$ cat src/rtl/ser_eeprom_pkg.sv
package ser_eeprom_pkg;

  localparam logic [2:0] CMD_READ      = 3'd0;
  localparam logic [2:0] CMD_WRITE     = 3'd1;
  localparam logic [2:0] CMD_ERASE     = 3'd2;
  localparam logic [2:0] CMD_WR_UNLOCK = 3'd3;
  localparam logic [2:0] CMD_WR_LOCK   = 3'd4;
  localparam logic [2:0] CMD_ERASE_ALL = 3'd5;
  localparam logic [2:0] CMD_FILL_ALL  = 3'd6;

  typedef enum logic [2:0] {
    ST_IDLE, ST_LOW, ST_HIGH, ST_GAP_PRE, ST_WAIT, ST_POLL, ST_GAP_END
  } state_e;

  typedef struct packed {
    logic valid;
    logic is_read;
    logic is_prog;
    logic long_frame;
  } cmd_info_t;

  function automatic cmd_info_t decode_cmd(input logic [2:0] c);
    cmd_info_t r;
    r = '0;
    case (c)
      CMD_READ:      begin r.valid = 1'b1; r.is_read = 1'b1; r.long_frame = 1'b1; end
      CMD_WRITE:     begin r.valid = 1'b1; r.is_prog = 1'b1; r.long_frame = 1'b1; end
      CMD_ERASE:     begin r.valid = 1'b1; r.is_prog = 1'b1; end
      CMD_WR_UNLOCK: r.valid = 1'b1;
      CMD_WR_LOCK:   r.valid = 1'b1;
      CMD_ERASE_ALL: begin r.valid = 1'b1; r.is_prog = 1'b1; end
      CMD_FILL_ALL:  begin r.valid = 1'b1; r.is_prog = 1'b1; r.long_frame = 1'b1; end
      default:       r = '0;
    endcase
    return r;
  endfunction

  function automatic logic [1:0] opcode_of(input logic [2:0] c);
    case (c)
      CMD_READ:  return 2'b10;
      CMD_WRITE: return 2'b01;
      CMD_ERASE: return 2'b11;
      default:   return 2'b00;
    endcase
  endfunction

  // upper address bits that select the opcode-00 variants
  function automatic logic [1:0] subcode_of(input logic [2:0] c);
    case (c)
      CMD_WR_UNLOCK: return 2'b11;
      CMD_ERASE_ALL: return 2'b10;
      CMD_FILL_ALL:  return 2'b01;
      default:       return 2'b00;
    endcase
  endfunction

endpackage

$ cat src/rtl/ser_eeprom_framer.sv
module ser_eeprom_framer
  import ser_eeprom_pkg::*;
#(
  parameter int ADDR_W = 6,
  parameter int DATA_W = 16,
  localparam int FRAME_W = 3 + ADDR_W + DATA_W,
  localparam int SHORT_W = 3 + ADDR_W,
  localparam int BCNT_W  = $clog2(FRAME_W + 1)
) (
  input  logic [2:0]         cmd_i,
  input  logic [ADDR_W-1:0]  addr_i,
  input  logic [DATA_W-1:0]  wdata_i,
  output logic [FRAME_W-1:0] frame_o,
  output logic [BCNT_W-1:0]  nbits_o,
  output cmd_info_t          info_o
);

  logic [1:0]        op;
  logic [ADDR_W-1:0] addr_eff;
  logic [DATA_W-1:0] data_eff;

  always_comb begin
    info_o   = decode_cmd(cmd_i);
    op       = opcode_of(cmd_i);
    addr_eff = (op == 2'b00) ? {subcode_of(cmd_i), {(ADDR_W-2){1'b0}}} : addr_i;
    data_eff = (info_o.long_frame && !info_o.is_read) ? wdata_i : '0;
    frame_o  = {1'b1, op, addr_eff, data_eff};
    nbits_o  = info_o.long_frame ? BCNT_W'(FRAME_W) : BCNT_W'(SHORT_W);
  end

endmodule

$ cat src/rtl/ser_eeprom_timer.sv
module ser_eeprom_timer #(
  parameter int W = 8
) (
  input  logic         clk_i,
  input  logic         rst_ni,
  input  logic         load_i,
  input  logic [W-1:0] load_val_i,
  output logic         zero_o
);

  logic [W-1:0] cnt_q;

  always_ff @(posedge clk_i or negedge rst_ni) begin
    if (!rst_ni)          cnt_q <= '0;
    else if (load_i)      cnt_q <= load_val_i;
    else if (cnt_q != '0) cnt_q <= cnt_q - 1'b1;
  end

  assign zero_o = (cnt_q == '0);

  // an expired phase stays expired until reloaded
  assert_timer_hold_R4: assert property (@(posedge clk_i) disable iff (!rst_ni)
    zero_o && !load_i |=> zero_o);

endmodule

$ cat src/rtl/ser_eeprom_shifter.sv
module ser_eeprom_shifter #(
  parameter int FRAME_W = 25,
  parameter int DATA_W  = 16
) (
  input  logic               clk_i,
  input  logic               rst_ni,
  input  logic               load_i,
  input  logic [FRAME_W-1:0] frame_i,
  input  logic               shift_i,
  input  logic               clear_i,
  input  logic               cap_i,
  input  logic               sd_i,
  output logic               sd_o,
  output logic [DATA_W-1:0]  rx_o
);

  logic [FRAME_W-1:0] sh_q;
  logic [DATA_W-1:0]  rx_q;

  always_ff @(posedge clk_i or negedge rst_ni) begin
    if (!rst_ni)      sh_q <= '0;
    else if (load_i)  sh_q <= frame_i;
    else if (clear_i) sh_q <= '0;
    else if (shift_i) sh_q <= {sh_q[FRAME_W-2:0], 1'b0};
  end

  always_ff @(posedge clk_i or negedge rst_ni) begin
    if (!rst_ni)    rx_q <= '0;
    else if (cap_i) rx_q <= {rx_q[DATA_W-2:0], sd_i};
  end

  assign sd_o = sh_q[FRAME_W-1];
  assign rx_o = rx_q;

  assert_shift_excl_R4: assert property (@(posedge clk_i) disable iff (!rst_ni)
    load_i |-> !shift_i && !clear_i && !cap_i);

endmodule

$ cat src/rtl/ser_eeprom_host.sv
module ser_eeprom_host
  import ser_eeprom_pkg::*;
#(
  parameter int ADDR_W     = 6,
  parameter int DATA_W     = 16,
  parameter int CNT_W      = 8,
  parameter int POLL_W     = 23,
  parameter int CS_GAP_CYC = 50,
  parameter int STATUS_CYC = 100
) (
  input  logic              clk_i,
  input  logic              rst_ni,
  input  logic              req_valid_i,
  input  logic [2:0]        req_cmd_i,
  input  logic [ADDR_W-1:0] req_addr_i,
  input  logic [DATA_W-1:0] req_wdata_i,
  input  logic [CNT_W-1:0]  sclk_high_i,
  input  logic [CNT_W-1:0]  sclk_low_i,
  input  logic [POLL_W-1:0] poll_limit_i,
  output logic              busy_o,
  output logic              done_o,
  output logic              timeout_o,
  output logic [DATA_W-1:0] rdata_o,
  output logic              cs_o,
  output logic              sclk_o,
  output logic              sd_o,
  input  logic              sd_i
);

  localparam int FRAME_W = 3 + ADDR_W + DATA_W;
  localparam int BCNT_W  = $clog2(FRAME_W + 1);
  localparam int GAP_W   = $clog2(CS_GAP_CYC + 1);
  localparam int STS_W   = $clog2(STATUS_CYC + 1);
  localparam int TMP_W   = (GAP_W > STS_W) ? GAP_W : STS_W;
  localparam int TMR_W   = (CNT_W > TMP_W) ? CNT_W : TMP_W;
  localparam int RUN_W   = GAP_W + 1;

  function automatic logic [CNT_W-1:0] len_m1(input logic [CNT_W-1:0] v);
    return (v == '0) ? '0 : v - 1'b1;
  endfunction

  // request decode
  logic [FRAME_W-1:0] frame;
  logic [BCNT_W-1:0]  nbits;
  cmd_info_t          info;

  ser_eeprom_framer #(.ADDR_W(ADDR_W), .DATA_W(DATA_W)) i_framer (
    .cmd_i   (req_cmd_i),
    .addr_i  (req_addr_i),
    .wdata_i (req_wdata_i),
    .frame_o (frame),
    .nbits_o (nbits),
    .info_o  (info)
  );

  // state
  state_e             state_q, state_d;
  logic               cs_q, cs_d, sclk_q, sclk_d;
  logic               done_q, done_d, to_q, to_d, flag_q, flag_d;
  logic               rd_q, prog_q;
  logic [CNT_W-1:0]   hi_q, lo_q;
  logic [POLL_W-1:0]  lim_q;
  logic [BCNT_W-1:0]  bits_q, bits_d;
  logic [DATA_W-1:0]  rdata_q, rdata_d;
  logic               latch;

  // datapath strobes
  logic               tmr_load, tmr_zero, poll_load, poll_zero;
  logic [TMR_W-1:0]   tmr_val;
  logic [POLL_W-1:0]  poll_val;
  logic               sh_load, sh_shift, sh_clear, sh_cap;
  logic [DATA_W-1:0]  rx;

  ser_eeprom_timer #(.W(TMR_W)) i_phase_tmr (
    .clk_i      (clk_i),
    .rst_ni     (rst_ni),
    .load_i     (tmr_load),
    .load_val_i (tmr_val),
    .zero_o     (tmr_zero)
  );

  ser_eeprom_timer #(.W(POLL_W)) i_poll_tmr (
    .clk_i      (clk_i),
    .rst_ni     (rst_ni),
    .load_i     (poll_load),
    .load_val_i (poll_val),
    .zero_o     (poll_zero)
  );

  ser_eeprom_shifter #(.FRAME_W(FRAME_W), .DATA_W(DATA_W)) i_shifter (
    .clk_i   (clk_i),
    .rst_ni  (rst_ni),
    .load_i  (sh_load),
    .frame_i (frame),
    .shift_i (sh_shift),
    .clear_i (sh_clear),
    .cap_i   (sh_cap),
    .sd_i    (sd_i),
    .sd_o    (sd_o),
    .rx_o    (rx)
  );

  assign poll_val = (lim_q == '0) ? '0 : lim_q - 1'b1;

  always_comb begin
    state_d   = state_q;
    cs_d      = cs_q;
    sclk_d    = sclk_q;
    done_d    = 1'b0;
    to_d      = 1'b0;
    flag_d    = flag_q;
    bits_d    = bits_q;
    rdata_d   = rdata_q;
    latch     = 1'b0;
    tmr_load  = 1'b0;
    tmr_val   = '0;
    poll_load = 1'b0;
    sh_load   = 1'b0;
    sh_shift  = 1'b0;
    sh_clear  = 1'b0;
    sh_cap    = 1'b0;
    case (state_q)
      ST_IDLE: begin
        if (req_valid_i && info.valid) begin
          latch    = 1'b1;
          sh_load  = 1'b1;
          bits_d   = nbits;
          cs_d     = 1'b1;
          sclk_d   = 1'b0;
          flag_d   = 1'b0;
          tmr_load = 1'b1;
          tmr_val  = TMR_W'(len_m1(sclk_low_i));
          state_d  = ST_LOW;
        end
      end
      ST_LOW: begin
        if (tmr_zero) begin
          sclk_d   = 1'b1;
          tmr_load = 1'b1;
          tmr_val  = TMR_W'(len_m1(hi_q));
          state_d  = ST_HIGH;
        end
      end
      ST_HIGH: begin
        if (tmr_zero) begin
          sclk_d   = 1'b0;
          sh_cap   = rd_q && (bits_q <= BCNT_W'(DATA_W));
          bits_d   = bits_q - 1'b1;
          tmr_load = 1'b1;
          if (bits_q == BCNT_W'(1)) begin
            cs_d     = 1'b0;
            sh_clear = 1'b1;
            tmr_val  = TMR_W'(CS_GAP_CYC - 1);
            state_d  = prog_q ? ST_GAP_PRE : ST_GAP_END;
          end else begin
            sh_shift = 1'b1;
            tmr_val  = TMR_W'(len_m1(lo_q));
            state_d  = ST_LOW;
          end
        end
      end
      ST_GAP_PRE: begin
        if (tmr_zero) begin
          cs_d     = 1'b1;
          tmr_load = 1'b1;
          tmr_val  = TMR_W'(STATUS_CYC - 1);
          state_d  = ST_WAIT;
        end
      end
      ST_WAIT: begin
        if (tmr_zero) begin
          poll_load = 1'b1;
          state_d   = ST_POLL;
        end
      end
      ST_POLL: begin
        if (sd_i || poll_zero) begin
          flag_d   = !sd_i;
          cs_d     = 1'b0;
          tmr_load = 1'b1;
          tmr_val  = TMR_W'(CS_GAP_CYC - 1);
          state_d  = ST_GAP_END;
        end
      end
      ST_GAP_END: begin
        if (tmr_zero) begin
          done_d  = 1'b1;
          to_d    = flag_q;
          if (rd_q) rdata_d = rx;
          state_d = ST_IDLE;
        end
      end
      default: state_d = ST_IDLE;
    endcase
  end

  always_ff @(posedge clk_i or negedge rst_ni) begin
    if (!rst_ni) begin
      state_q <= ST_IDLE;
      cs_q    <= 1'b0;
      sclk_q  <= 1'b0;
      done_q  <= 1'b0;
      to_q    <= 1'b0;
      flag_q  <= 1'b0;
      bits_q  <= '0;
      rdata_q <= '0;
      rd_q    <= 1'b0;
      prog_q  <= 1'b0;
      hi_q    <= '0;
      lo_q    <= '0;
      lim_q   <= '0;
    end else begin
      state_q <= state_d;
      cs_q    <= cs_d;
      sclk_q  <= sclk_d;
      done_q  <= done_d;
      to_q    <= to_d;
      flag_q  <= flag_d;
      bits_q  <= bits_d;
      rdata_q <= rdata_d;
      if (latch) begin
        rd_q   <= info.is_read;
        prog_q <= info.is_prog;
        hi_q   <= sclk_high_i;
        lo_q   <= sclk_low_i;
        lim_q  <= poll_limit_i;
      end
    end
  end

  assign busy_o    = (state_q != ST_IDLE);
  assign done_o    = done_q;
  assign timeout_o = to_q;
  assign rdata_o   = rdata_q;
  assign cs_o      = cs_q;
  assign sclk_o    = sclk_q;

  // deselect run length, saturating, for the gap check
  logic [RUN_W-1:0] cs_low_run;
  always_ff @(posedge clk_i or negedge rst_ni) begin
    if (!rst_ni)                              cs_low_run <= RUN_W'(CS_GAP_CYC);
    else if (cs_q)                            cs_low_run <= '0;
    else if (cs_low_run < RUN_W'(CS_GAP_CYC)) cs_low_run <= cs_low_run + 1'b1;
  end

  assert_cs_gap_R7: assert property (@(posedge clk_i) disable iff (!rst_ni)
    $rose(cs_o) |-> cs_low_run >= RUN_W'(CS_GAP_CYC));

  assert_sd_stable_high_R4: assert property (@(posedge clk_i) disable iff (!rst_ni)
    sclk_o |-> $stable(sd_o));

  assert_sclk_in_cs_R4: assert property (@(posedge clk_i) disable iff (!rst_ni)
    $rose(sclk_o) |-> $past(cs_o) && cs_o);

  assert_poll_quiet_R8: assert property (@(posedge clk_i) disable iff (!rst_ni)
    (state_q == ST_WAIT || state_q == ST_POLL) |-> cs_o && !sclk_o);

  assert_timeout_done_R9: assert property (@(posedge clk_i) disable iff (!rst_ni)
    timeout_o |-> done_o);

  assert_done_pulse_R10: assert property (@(posedge clk_i) disable iff (!rst_ni)
    done_o |=> !done_o);

  assert_done_idle_R10: assert property (@(posedge clk_i) disable iff (!rst_ni)
    done_o |-> !cs_o && !sclk_o && !busy_o);

  assert_idle_quiet_R1: assert property (@(posedge clk_i) disable iff (!rst_ni)
    !busy_o |-> !cs_o && !sclk_o && !sd_o);

endmodule

$ cat config.mk
export PLATFORM = sky130hd
export DESIGN_NAME = ser_eeprom_host
export DESIGN_NICKNAME = d
export VERILOG_FILES = /design/src/rtl/ser_eeprom_pkg.sv /design/src/rtl/ser_eeprom_framer.sv /design/src/rtl/ser_eeprom_timer.sv /design/src/rtl/ser_eeprom_shifter.sv /design/src/rtl/ser_eeprom_host.sv
export SDC_FILE = /design/constraint.sdc
export NUM_CORES = 1
export LEC_CHECK = 0
export ABC_AREA = 1
export BUFFER_PORTS_ARGS = -buffer_cell sky130_fd_sc_hd__buf_2
export CELL_PAD_IN_SITES_DETAIL_PLACEMENT = 0
export CELL_PAD_IN_SITES_GLOBAL_PLACEMENT = 2
export CORE_ASPECT_RATIO = 0.75
export CORE_MARGIN = 2
export CORE_UTILIZATION = 38
export CTS_BUF_LIST = sky130_fd_sc_hd__clkbuf_8
export CTS_CLUSTER_DIAMETER = 30
export DETAILED_ROUTE_END_ITERATION = 8
export PLACE_DENSITY_LB_ADDON = 0.1
export SYNTH_ARGS = -nofsm -noshare
export SYNTH_HDL_FRONTEND = slang
export SYNTH_SLANG_ARGS = --single-unit
$ cat constraint.sdc
create_clock -name clk_i -period 3 [get_ports clk_i]
set_clock_uncertainty 0.05 [all_clocks]
set_input_delay 0.6 -clock clk_i [delete_from_list [all_inputs] [get_ports clk_i]]
set_output_delay 0.6 -clock clk_i [all_outputs]
set_load 0.03 [all_outputs]
After elaboration in Yosys (flattened, before gate mapping)

Index checks and enable logic that the tools add are counted.

Register bits after elaboration: 142
Output and inout bits: 22

Add/sub/neg operators: 7
Magnitude comparators: 1
Equality and inequality tests: 21
Multiplexer cells: 68
Reductions and logical operators: 35

Operators by type and width:

| kind                    | number |
|---|---|
| $mux W25                | 3 |
| $mux W8                 | 9 |
| $mux W23                | 3 |
| $logic_not A23 Y1       | 2 |
| $sub A23 B1 Y23 const B | 2 |
| $pmux W8 S5             | 1 |
| $logic_not A8 Y1        | 4 |
| $sub A8 B1 Y8 const B   | 4 |
| $mux W1                 | 28 |
| $mux W3                 | 9 |
| $reduce_bool A23 Y1     | 1 |
| $pmux W3 S7             | 1 |
| $eq A3 B3 Y1 const B    | 6 |
| $mux W16                | 1 |
| $mux W5                 | 3 |
| $eq A3 B2 Y1 const B    | 4 |
| $mux W6                 | 2 |
| $pmux W2 S3             | 2 |
| $ne A2 B1 Y1 const B    | 5 |
| $pmux W5 S2             | 1 |
| $reduce_and A3 Y1       | 3 |
| $reduce_bool A3 Y1      | 3 |
| $reduce_bool A2 Y1      | 4 |
| $reduce_bool A8 Y1      | 1 |
| other kinds (21)        | 30 |

Depth between registers and ports, before layout

Gate-level depths: netlist (run 1).

Depth in word-level cells: 7
Gate-level depth with buffers: 12

Hierarchy

From an unflattened synthesis (run 1), not the netlist that was laid out.

Cells, all modules: 1321
Area total of the unflattened synthesis: 9123.8 sq um

Modules (own cells, without submodules):

| module                         | times used | cells an instance | area each (sq um) |
|---|---|---|---|
| ser_eeprom_host                | 1          | 642               | 4505.6 |
| ser_eeprom_shifter             | 1          | 288               | 2132.0 |
| ser_eeprom_timer (i_poll_tmr)  | 1          | 248               | 1596.5 |
| ser_eeprom_timer (i_phase_tmr) | 1          | 71                | 531.8 |
| ser_eeprom_framer              | 1          | 72                | 357.8 |

Least setup slack after synthesis (run 1)

OpenSTA, ideal clock, no wires.

Path kind: reg-to-reg
Start point: register i_phase_tmr.cnt_q[0]
End point: register i_poll_tmr.cnt_q[11]
Setup time: 0.077 ns
Data arrival time: 1.641 ns
Data required time: 2.873 ns
Path slack: 1.232 ns
Cell stages (with the launch flop): 11
Buffers on the path: 2
Clock period less this slack: 1.768 ns
Path through: dfrtp_1 -> inv_1 -> ha_1 -> nand3_2 -> nor2_8 -> nand3_4 -> clkinv_2 -> buf_6 -> buf_6 -> nand4_1 -> a21oi_1

Cells in the longest elaborated chain, start to end: 4
Elaborated cells on any way between the ends: 5
Those cells by class: 3 x mux; 2 x reduce/logical

Ends and longest elaborated chain:

| item                                                  | RTL line               | RTL |
|---|---|---|
| start, declared                                       | ser_eeprom_timer.sv:11 | `logic [W-1:0] cnt_q;` |
| start signal, assigned                                | ser_eeprom_timer.sv:15 | `else if (load_i) cnt_q <= load_val_i;` |
| start signal, assigned                                | ser_eeprom_timer.sv:16 | `else if (cnt_q != '0) cnt_q <= cnt_q - 1'b1;` |
| $logic_not A8 Y1 (*)                                  | ser_eeprom_timer.sv:19 | `assign zero_o = (cnt_q == '0);` |
| $mux W1 (*)                                           | ser_eeprom_host.sv:171 | `if (tmr_zero) begin` |
| $mux W1 (*)                                           | ser_eeprom_host.sv:122 | `case (state_q)` |
| $mux W23 / $reduce_bool A2 Y1 (equally long branches) | --                     |  |
| end signal, assigned                                  | ser_eeprom_timer.sv:15 |  |
| end signal, assigned                                  | ser_eeprom_timer.sv:16 |  |
| end, declared                                         | ser_eeprom_timer.sv:11 |  |

Every way passes the cells marked *; elsewhere a longest branch is shown, timed or not.
A chain may end at the register's enable or synchronous reset.

Worst setup path after layout (run 1)

Start point: register i_phase_tmr.cnt_q[0]
End point: register rdata_q[13], in the netlist rdata_o[13]

Cells in the longest elaborated chain, start to end: 2

Ends and longest elaborated chain:

| item                               | RTL line               | RTL |
|---|---|---|
| $logic_not A8 Y1                   | ser_eeprom_timer.sv:19 |  |
| $reduce_and A3 Y1 (no source line) | --                     |  |
| end signal, assigned               | ser_eeprom_host.sv:220 | `rdata_q <= rdata_d;` |
| end, declared                      | ser_eeprom_host.sv:64  | `logic [DATA_W-1:0] rdata_q, rdata_d;` |

Every way passes these cells.

==> run metrics, run 1 <==
status=finished clean; Hold Buf Count CTS=0; fin crit period=approximately 2.4 ns; GRT overflow=0; RSZ-0062 raised after global routing=no; power per cell area=860 nW/µm²; CP required=around 3.3 ns; Via density=around 4.8; Tcrit/Tclk final=approximately four fifths; crit start category=flop; Die W=around 170 µm; asr flop ratio synth=100%; worst setup path startpoint=i_phase_tmr.cnt_q[0]; number of buffers added on ports=89; Finish-stage setup viols=0; Pleak=0.00436 µW; flip-flop and latch count after synthesis=between 100 and 150; Hold WS=~0.072 ns; Residual DRC=0; xor/xnor share of the synthesized area=3.50%; Die ar.=approximately 22000 µm²; clk sinks=about 140; Die H=130 µm; number of diodes=0; CTS resizes=0; Commonest cells post-synth=273 x nand2_1, 142 x dfrtp_1, 140 x nor2_1; layout overhead on the synthesized area=14.3%; CTS tree=built; fin. max-slew vios=0; Inserted Clock Buffers=17; Hold Vio Cnt, Final=0; max_slew headroom=between 50% and 60%; Post-synth EDFFs=0; core area=between 20000 and 25000 µm²; Max Buffers Root-to-Sink=2; root buffer cell=clkbuf_8; post-synth top area cell=dfrtp_1; Highest Clock Rate=411 MHz; drt pass-1 iters=5; Starting Density=39.1%; average wire per standard cell=15.1 µm; Setup CP Type=flop to flop; layout cells sized above 1=between 10 and 15%; nets@finish=roughly 1.2k; Internal=between 4000 and 5000 µW; CP endpoint kind=flop; clock latency on the worst-skew pair=0.45 ns; Fin Setup TNS=0 ns; net load switching power=approximately 3500 µW; largest net degree at the start of global routing=71; Synth Area in Simple Gates=between 20% and 30%; mux contribution to synthesized area=0.141%; post-CTS setup buffers=0; largest family of logic cells by synthesized area=simple AND/OR/NAND/NOR gates; Ys Warns=0; sw frac=between 40% and 50%; post-synthesis compound-gate area fraction=12.4%; num rows=45; CP arrival=between 2 and 3 ns; IO Pins=90; top cell type's share of synthesized area=between 40% and 50%; first-pass GRT wire length=35.5 mm; via count=approximately 7.0k; VDD IR max=a little under 0.0005 V; initial antenna violation count=1; Least-Margin Pin Slew=between 0.7 and 0.8 ns; synthesized-area fraction occupied by adder cells=under 10%; Syn Area/Cell=~7.5 µm²; DRT iter0 DRCs=511; clock-pin transition on the worst setup and hold timing paths=0.10 ns; gpl congestion=0.858; Mapped Cells=about 1.1k; DP HPWL=~17 mm; main area contributors after synthesis=dfrtp_1 44%, nand2_1 13%, nor2_1 6.6%; reg2reg start=i_phase_tmr.cnt_q[0]; vias in the first global route=roughly 6.6k; Mapped Nets=between 1k and 1.5k; HP Class=input port to async pin; total track usage=20.7%; MaxCap Viol Count=0; wirelength, routed=~22 mm; post-synth cell types=45; power share of the sequential group=between 30% and 40%; Clk pwr share=a little under a fifth; CTS H-Tree Depth=4; Cell Area, Synth=roughly 8000 µm²; logic gate share of total power=approximately two fifths; Post-synth top flop=dfrtp_1; post-route ant nets=0; Crit Path Max Fanout=16; top-count cell post-synth=nand2_1; sequential-to-total area share from yosys stat=44.4%
==> per-stage QoR <==
stage	setup slack, ns	instances	total power (µW)	util (%)	instance area (µm²)
after detailed placement	0.620	1420	6360	42.8	8750
after CTS	0.608	1452	7900	44.7	9140
after global placement	0.721	1420	6420	42.8	8750
after floorplan	1.23	1066	5460	-	8000
after global routing	0.325	1452	8570	44.7	9140
final	0.568	1452	7860	44.7	9140
==> cells in the final DEF (no fill, tap or decap), drive strengths merged, types with 2 or more instances in the layout <==
master    n
nand2   281
nor2    151
dfrtp   142
inv     126
buf     103
o21ai    97
nand3    81
a21oi    43
xor2     28
nand4    24
o221ai   21
clkbuf   18
ha       13
nor3      8
clkinv    8
o211ai    4
xnor2     4
o31ai     3
a31oi     2
nand3b    2
or2       2
==> layer usage <==
layer | share of wire, % | wire length (µm) | vias up | track usage (%)
met2 | 37 | 8210 | 135 | 27.0
met4 | 0.49 | 108 | 2 | 4.44
met5 | 0.059 | 13 | - | 0
met3 | 3.8 | 826 | 11 | 3.85
li1 | - | - | 3673 | -
met1 | 58 | 12800 | 3197 | 34.5
==> path summary, 6_finish.rpt <==
path / end / slack, ns / cells after the start
setup / recovery: rdata_o[13] / 0.57 / 10
hold / removal: i_shifter.sh_q[7] / 0.07 / 1
setup reg to reg: rdata_o[13] / 0.57 / 10
hold reg to reg: sclk_o / 0.43 / 2
max in group asynchronous: rdata_o[4] / 2.06 / 2
min in group clk_i: lim_q[5] / 0.30 / 3
==> area by class of cell <==
cell class,instances,area [µm²]
Inverter,121,458
Tap cell,282,353
Sequential cell,142,3550
Timing Repair Buffer,103,569
Clock buffer,18,248
Fill cell,2179,11300
Clock inverter,14,144
Multi-Input combinational cell,772,3820
==> worst max-delay path, cell delays in order, from the launching register on <==
cell and delay, ns:
dfrtp_1 0.39, inv_1 0.15, ha_1 0.22, nand3_2 0.14, nor2_8 0.22, inv_1 0.22
nor2_1 0.18, nand2_1 0.32, buf_4 0.32, nand2_1 0.07, o21ai_1 0.05
==> state kept, by name (all words and copies together) (netlist names), 3 cells and up <==
name	flops
lo_q	8
lim_q	23
i_shifter.sh_q	25
state_q	3
hi_q	8
i_poll_tmr.cnt_q	23
bits_q	5
i_shifter.rx_o	16
i_phase_tmr.cnt_q	8
rdata_o	16
==> kinds of logic (layout without fill, tap and decap cells) <==
group	count (synthesis)	count (layout)
simple gates	551	551
compound gates	175	175
buf+inv	152	256
flops	142	142
xor+xnor	32	32
fa+ha+maj	13	13
mux	1	1
==> power by group through the flow <==
stage,logic (µW),clock network (µW),registers (µW)
6_report,3250,1490,3110
5_1_grt,3730,1630,3200
4_1_cts,3240,1550,3110
3_5_place_dp,3210,0,3140
3_3_place_gp,3270,0,3150
2_1_floorplan,2450,0,3010
Note: power is estimated with default switching activity, not from simulation.
==> run 2, diff against run 1 <==
Settings changed: CORE_UTILIZATION 38 to 32.
Clock period 3 ns to 2.2 ns, I/O delays scaled along.
==> run 2 against run 1 <==
Net effect:
- via count grew 3.6%
- final area rose by 4.4%
- clock power rose by 50%
- worst setup slack lost 0.46 ns
- combinational power grew 46%
- clock-buffer cell count rose by 2
- sequential share of layout area down 1.6 points
- register-to-register slack worse by 0.40 ns
- utilization decreased by 6.2 points
- critical path type is now flop to output pin
==> run metrics, run 2 (same netlist as run 1, synthesis figures left out) <==
fin. max-slew vios=0 (unchanged); Internal=6410 µW (+48%); HP Start=poll_limit_i[8]; clock latency on the worst-skew pair=0.46 ns (about the same); Hold WS=0.128 ns (+0.0560 ns); wirelength, routed=24.1 mm (+9.9%); Largest register FFs=25 (unchanged); GRT overflow=0 (unchanged); layout overhead on the synthesized area=19.3%; fin crit period=2.09 ns; crit start category=flop; reg2reg start=i_phase_tmr.cnt_q[1]; drt pass-1 iters=5 (unchanged); total track usage=19.0% (-1.7 points); total chip power=11200 µW (+43%); logic gate share of total power=42.3% (+0.9 points); most frequent cells in the layout=273 x nand2_1, 142 x dfrtp_1, 140 x nor2_1, 113 x inv_1, 88 x buf_2; Placed Cells=1507 (+6.1%); gpl congestion=0.800 (-6.8%); Setup CP Type=flop to output pin; Die W=187 µm (+8.8%); num rows=50 (+11%); Hold Vio Cnt, Final=0 (unchanged); average wire per standard cell=15.6 µm (+3.6%); layout cells sized above 1=16.8% (+2.3 points); Residual DRC=0 (unchanged); net load switching power=4810 µW (+37%); Pleak=0.00456 µW (+4.5%); DP HPWL=18.2 mm (+8.5%); Finish-stage setup viols=0 (unchanged); worst setup path startpoint=state_q[2]; status=finished clean; Starting Density=32.3% (-6.8 points); post-CTS setup buffers=0 (unchanged); fin area=9540 µm² (+4.4%); VDD IR max=0.000434 V (-9.9%); most common cell after layout, fill and taps aside=nand2_1; core area=24800 µm² (+21%); clock-pin transition on the worst setup and hold timing paths=0.08 ns (-0.02 ns); largest net degree at the start of global routing=60 (-15%); max_slew headroom=69.6% (+16 points); Highest Clock Rate=roughly 480 MHz; Top reg by flops=i_shifter.sh_q; Tcrit/Tclk final=between 90% and 100%; IO Pins=90 (unchanged); vias in the first global route=6932 (+4.9%); Clk pwr share=19.9% (+0.9 points); post-route ant nets=0 (unchanged); CTS tree=built; CP arrival=1.60 ns (-1.13 ns); CTS H-Tree Depth=4 (unchanged); number of diodes=0 (unchanged); CP required=1.71 ns (-1.59 ns); initial antenna violation count=1 (unchanged); CP endpoint kind=output pin; first-pass GRT wire length=39.0 mm (+9.8%); DRT iter0 DRCs=712 (+39%); Inserted Clock Buffers=17 (unchanged); Via density=4.72 (-2.3%); sw frac=42.9% (-1.9 points); Crit Path Max Fanout=8 (-8); Max Buffers Root-to-Sink=2 (unchanged); HP Class=input port to flop; number of buffers added on ports=89 (unchanged); Least-Margin Pin Slew=0.456 ns (-0.245 ns); nets@finish=1270 (+2.6%); Die H=141 µm (+8.7%); MaxCap Viol Count=0 (unchanged); Top Registers=i_shifter.sh_q: 25 flops, i_poll_tmr.cnt_q: 23 flops, lim_q: 23 flops; DP Area=9110 µm² (+4.2%); post-route insts no fill=1540 (+6.1%); power per cell area=1180 nW/µm² (+37%); root buffer cell=clkbuf_8; clk sinks=142 (unchanged); Die ar.=26300 µm² (+18%); power share of the sequential group=37.9% (-1.7 points); via count=7274 (+3.6%)
[run 2: routing by layer]
layer | part of all wire (%) | vias to the layer above | global-route usage [%]
met5 | 0.054 | - | 0
met4 | 0.88 | 2 | 4.39
met3 | 4.8 | 17 | 3.76
met2 | 37 | 162 | 24.3
met1 | 57 | 3361 | 31.6
li1 | - | 3732 | -
[run 2: layout make-up]
type                       count  area [µm²]
fill                        2650       15200
multi-input combinational    772        3820
sequential                   142        3550
timing repair buffer         135         875
inverter                     121         462
tap                          338         423
clock buffer                  20         275
clock inverter                12         134
[run 2: worst paths after layout]
check	to	slack, ns	cells past startpoint
setup reg to reg	i_poll_tmr.cnt_q[13]	0.17	10
max in group asynchronous	i_shifter.sh_q[9]	1.12	3
hold / removal	lim_q[8]	0.13	3
min in group asynchronous	i_shifter.sh_q[6]	0.37	2
hold reg to reg	rdata_o[1]	0.44	2
setup / recovery	busy_o	0.11	4
[run 2: power groups by stage]
stage	combinational (µW)	clock, µW	sequential (µW)
2_1_floorplan	3340	0	4100
3_3_place_gp	4790	0	4310
3_5_place_dp	4730	0	4290
4_1_cts	4760	2280	4250
5_1_grt	5440	2400	4380
6_report	4740	2230	4250
[run 2: metrics by stage]
stage	setup WS, ns	setup TNS, ns	utilization (%)
2_1_floorplan	0.432	0	-
3_3_place_gp	0.0878	0	36.8
3_5_place_dp	0.0331	0	36.8
4_1_cts	0.0260	0	38.5
5_1_grt	-0.00147	-0.00147	38.5
6_report	0.111	0	38.5
[run 2: worst max-delay path, cell delays in order, from the launching register on]
cell,delay [ns]
dfrtp_1,0.57
inv_4,0.05
buf_4,0.16
nand2_2,0.13
buf_2,0.22
[run 2: timing repair]
item,4_1_cts,5_1_grt
resized for setup,0,3
hold buffers,1,0
endpoints found under the setup margin,0,23
hold endpoints to repair,24,0
==> run 3, diff against run 2 <==
Settings changed: ABC_AREA 1 to not set, CORE_MARGIN 2 to not set, CORE_UTILIZATION 32 to 34.
==> run 3 against run 2 <==
Net effect:
- the flow now finishes with violations (setup timing)
- synthesized area down 5.0%
- flip-flop and latch count unchanged
- first-iteration DRC count down 36%
- via count down 7.2%
- final cell count down 14%
- synthesized cell count down 24%
- worst hold slack worse by 0.022 ns
- critical path type is now flop to flop
- critical endpoint is now i_phase_tmr.cnt_q[1]
- largest cell class unchanged
- highest routed layer is now met4
==> run metrics, run 3 <==
status=finished with violations; violated checks=setup timing; CP endpoint kind=flop; average wire per standard cell=17.0 µm (+8.5%); RSZ-0062 raised after global routing=yes; Mapped Cells=813 (-24%); net load switching power=1410 µW (-71%); most used cell, CP=or4_4; Setup CP Type=flop to flop; sequential-to-total area share from yosys stat=46.8% (+2.3 points); Fin Setup TNS=-0.362 ns (-0.362 ns); root buffer cell=clkbuf_8; Inserted Clock Buffers=17 (unchanged); worst setup margin=-0.0739 ns (-0.185 ns); worst-path cell chain=or4_4 -> or4_4 -> o21ba_4 -> o21ai_4 -> mux2i_1; Least-Margin Pin Slew=0.522 ns (+0.0654 ns); CP arrival=2.60 ns (+1.00 ns); largest net degree at the start of global routing=52 (-13%); Placed Cells=1273 (-16%); clk sinks=142 (unchanged); nets@finish=1102 (-13%); Finish-stage setup viols=20 (+20); Hold WS=0.106 ns (-0.0224 ns); Max Buffers Root-to-Sink=2 (unchanged); asr flop ratio synth=100% (unchanged); clock-pin transition on the worst setup and hold timing paths=0.10 ns (+0.02 ns); Tcrit/Tclk final=103% (+8.4 points); IO Pins=90 (unchanged); post-route ant nets=0 (unchanged); core area=21500 µm² (-13%); power per cell area=493 nW/µm² (-58%); total track usage=20.2% (+1.2 points); Top reg by flops=i_shifter.sh_q; DRT iter0 DRCs=459 (-36%); flip-flop and latch count after synthesis=142 (unchanged); Top Registers=i_shifter.sh_q: 25 flops, i_poll_tmr.cnt_q: 23 flops, lim_q: 23 flops; initial antenna violation count=1 (unchanged); Pleak=0.00509 µW (+12%); layout overhead on the synthesized area=32.6%; post-synth top area cell=dfrtp_1; Largest register FFs=25 (unchanged); drt pass-1 iters=7 (+2); post-synth cell types=63 (+40%); DP HPWL=16.5 mm (-9.6%); most frequent cells in the layout=175 x nand2_1, 142 x dfrtp_1, 123 x buf_4, 88 x buf_2, 50 x nor2_1; top-count cell post-synth=nand2_1; main area contributors after synthesis=dfrtp_1 47%, nand2_1 8.7%, mux2_2 5.2%; post-route insts no fill=1323 (-14%); Die W=175 µm (-6.4%); Die ar.=23000 µm² (-13%); Residual DRC=0 (unchanged); wirelength, routed=22.4 mm (-6.8%); fin. max-slew vios=0 (unchanged); top cell type's share of synthesized area=46.8% (+2.3 points); Starting Density=35.3% (+3.0 points); Mapped Nets=894 (-22%); register area=3550 µm² (unchanged); num rows=46 (-8.0%); Layout fillers=2138 (-19%); CP max stage delay=0.54 ns (-0.03 ns); Worst path top cell family by delay=simple AND/OR/NAND/NOR gates; max_slew headroom=64.9% (-4.6 points); number of buffers added on ports=89 (unchanged); logic gate share of total power=3.5% (-39 points); Finished Core Util=46.8% (+8.3 points); vias in the first global route=6830 (-1.5%); CTS H-Tree Depth=4 (unchanged); Highest Clock Rate=440 MHz (-8.1%); most common cell after layout, fill and taps aside=nand2_1; fin crit period=2.27 ns (+0.185 ns); Syn Area/Cell=9.35 µm² (+25%); Hold Vio Cnt, Final=0 (unchanged); gpl congestion=0.881 (+10%); via count=6749 (-7.2%); Cell Area, Synth=7600 µm² (-5.0%); Post-synth EDFFs=0 (unchanged); Die H=131 µm (-6.7%); CP max-delay cell=or4_4; GRT overflow=0 (unchanged); Crit Path Max Fanout=8 (unchanged); first-pass GRT wire length=36.3 mm (-6.8%); Post-synth top flop=dfrtp_1; Clk pwr share=43.9% (+24 points); CP required=2.53 ns (+0.82 ns); buffers plus inverters on the worst setup path=0 (-3); layout cells sized above 1=33.5% (+17 points); clock latency on the worst-skew pair=0.46 ns (about the same); multi-input logic area=4060 µm² (+6.3%); VDD IR max=0.000276 V (-36%); MaxCap Viol Count=0 (unchanged); HP Class=input port to flop; total chip power=4970 µW (-56%); power share of the sequential group=52.5% (+15 points); crit start category=flop; Commonest cells post-synth=176 x nand2_1, 142 x dfrtp_1, 54 x nor2_1; sw frac=28.4% (-14 points); Via density=5.10 (+8.0%); CTS tree=built; Internal=3560 µW (-44%); Ys Warns=0 (unchanged)
## run 3: changes by cell type after synthesis, moves of 15 or more
cell / delta
a21oi_1: -20
clkbuf_1: +21
inv_1: -89
mux2_2: +34
nand2_1: -97
nand3_1: -49
nand4_1: -15
nor2_1: -86
nor3_1: +20
o21ai_0: -35
o21ai_1: -35
xnor2_1: +20
## run 3: what timing repair did
| action | CTS | global route |
|---|---|---|
| hold buffers | 1 | 0 |
| endpoints found under the setup margin | 67 | 68 |
| hold endpoints to repair | 49 | 0 |
| gates cloned | 1 | 2 |
| pin swaps | 7 | 14 |
| gates resized for setup | 25 | 21 |
| buffers inserted | 6 | 7 |
## run 3: kinds of logic after synthesis
family / synth area share [%]
muxes: 5.85
xor gates and xnor gates: 6.34
buffers and inverters: 3.21
and+or+nand+nor: 23.7
adders and majority gates: 2.14
AOI/OAI and AO/OA: 12.0
DFF: 46.8
## run 3: final timing paths
check	from	endpoint	slack, ns	cells after the start
max in group asynchronous	rst_ni	i_poll_tmr.cnt_q[17]	0.99	3
max	i_poll_tmr.cnt_q[14]	i_phase_tmr.cnt_q[1]	-0.07	5
min reg2reg	i_shifter.sh_q[4]	i_shifter.sh_q[4]	0.43	2
min in group asynchronous	rst_ni	i_shifter.sh_q[14]	0.42	2
min	poll_limit_i[13]	lim_q[13]	0.11	3
max reg2reg	i_poll_tmr.cnt_q[14]	i_phase_tmr.cnt_q[1]	-0.07	5
## run 3: layer usage
layer  track usage [%]  wire length, µm
met1              31.2            12000
met2              28.5             9220
met3              4.34             1050
met4              4.40              165
met5                 0                0
## run 3: cell type report
type	count	area share, %
Inverter	24	0.894
Multi-Input combinational cell	612	40.3
Clock inverter	15	1.81
Clock buffer	17	2.32
Tap cell	288	3.58
Antenna cell	1	0.0248
Sequential cell	142	35.3
Timing Repair Buffer	224	15.8
## run 3: power groups by stage
stage / clock (µW) / combinational (µW) / sequential (µW)
finish: 2180 / 176 / 2610
global route: 2400 / 199 / 2610
global placement: 0 / 176 / 2660
floorplan: 0 / 31.9 / 2660
CTS: 2270 / 180 / 2610
detailed placement: 0 / 178 / 2660
## run 3: worst reg2reg max path, delay by kind of cell (launching register included)
kind               cells  cell delay (ns)
and+or+nand+nor        2             1.05
muxes                  1             0.21
DFF                    1             0.40
AOI/OAI and AO/OA      2             0.48
## run 3: per-stage QoR
stage | area (µm²) | setup WS, ns
2_1_floorplan | 7690 | -0.0419
3_3_place_gp | 9300 | -0.164
3_5_place_dp | 9300 | -0.266
4_1_cts | 9910 | -0.0683
5_1_grt | 10100 | -0.151
6_report | 10100 | -0.0739
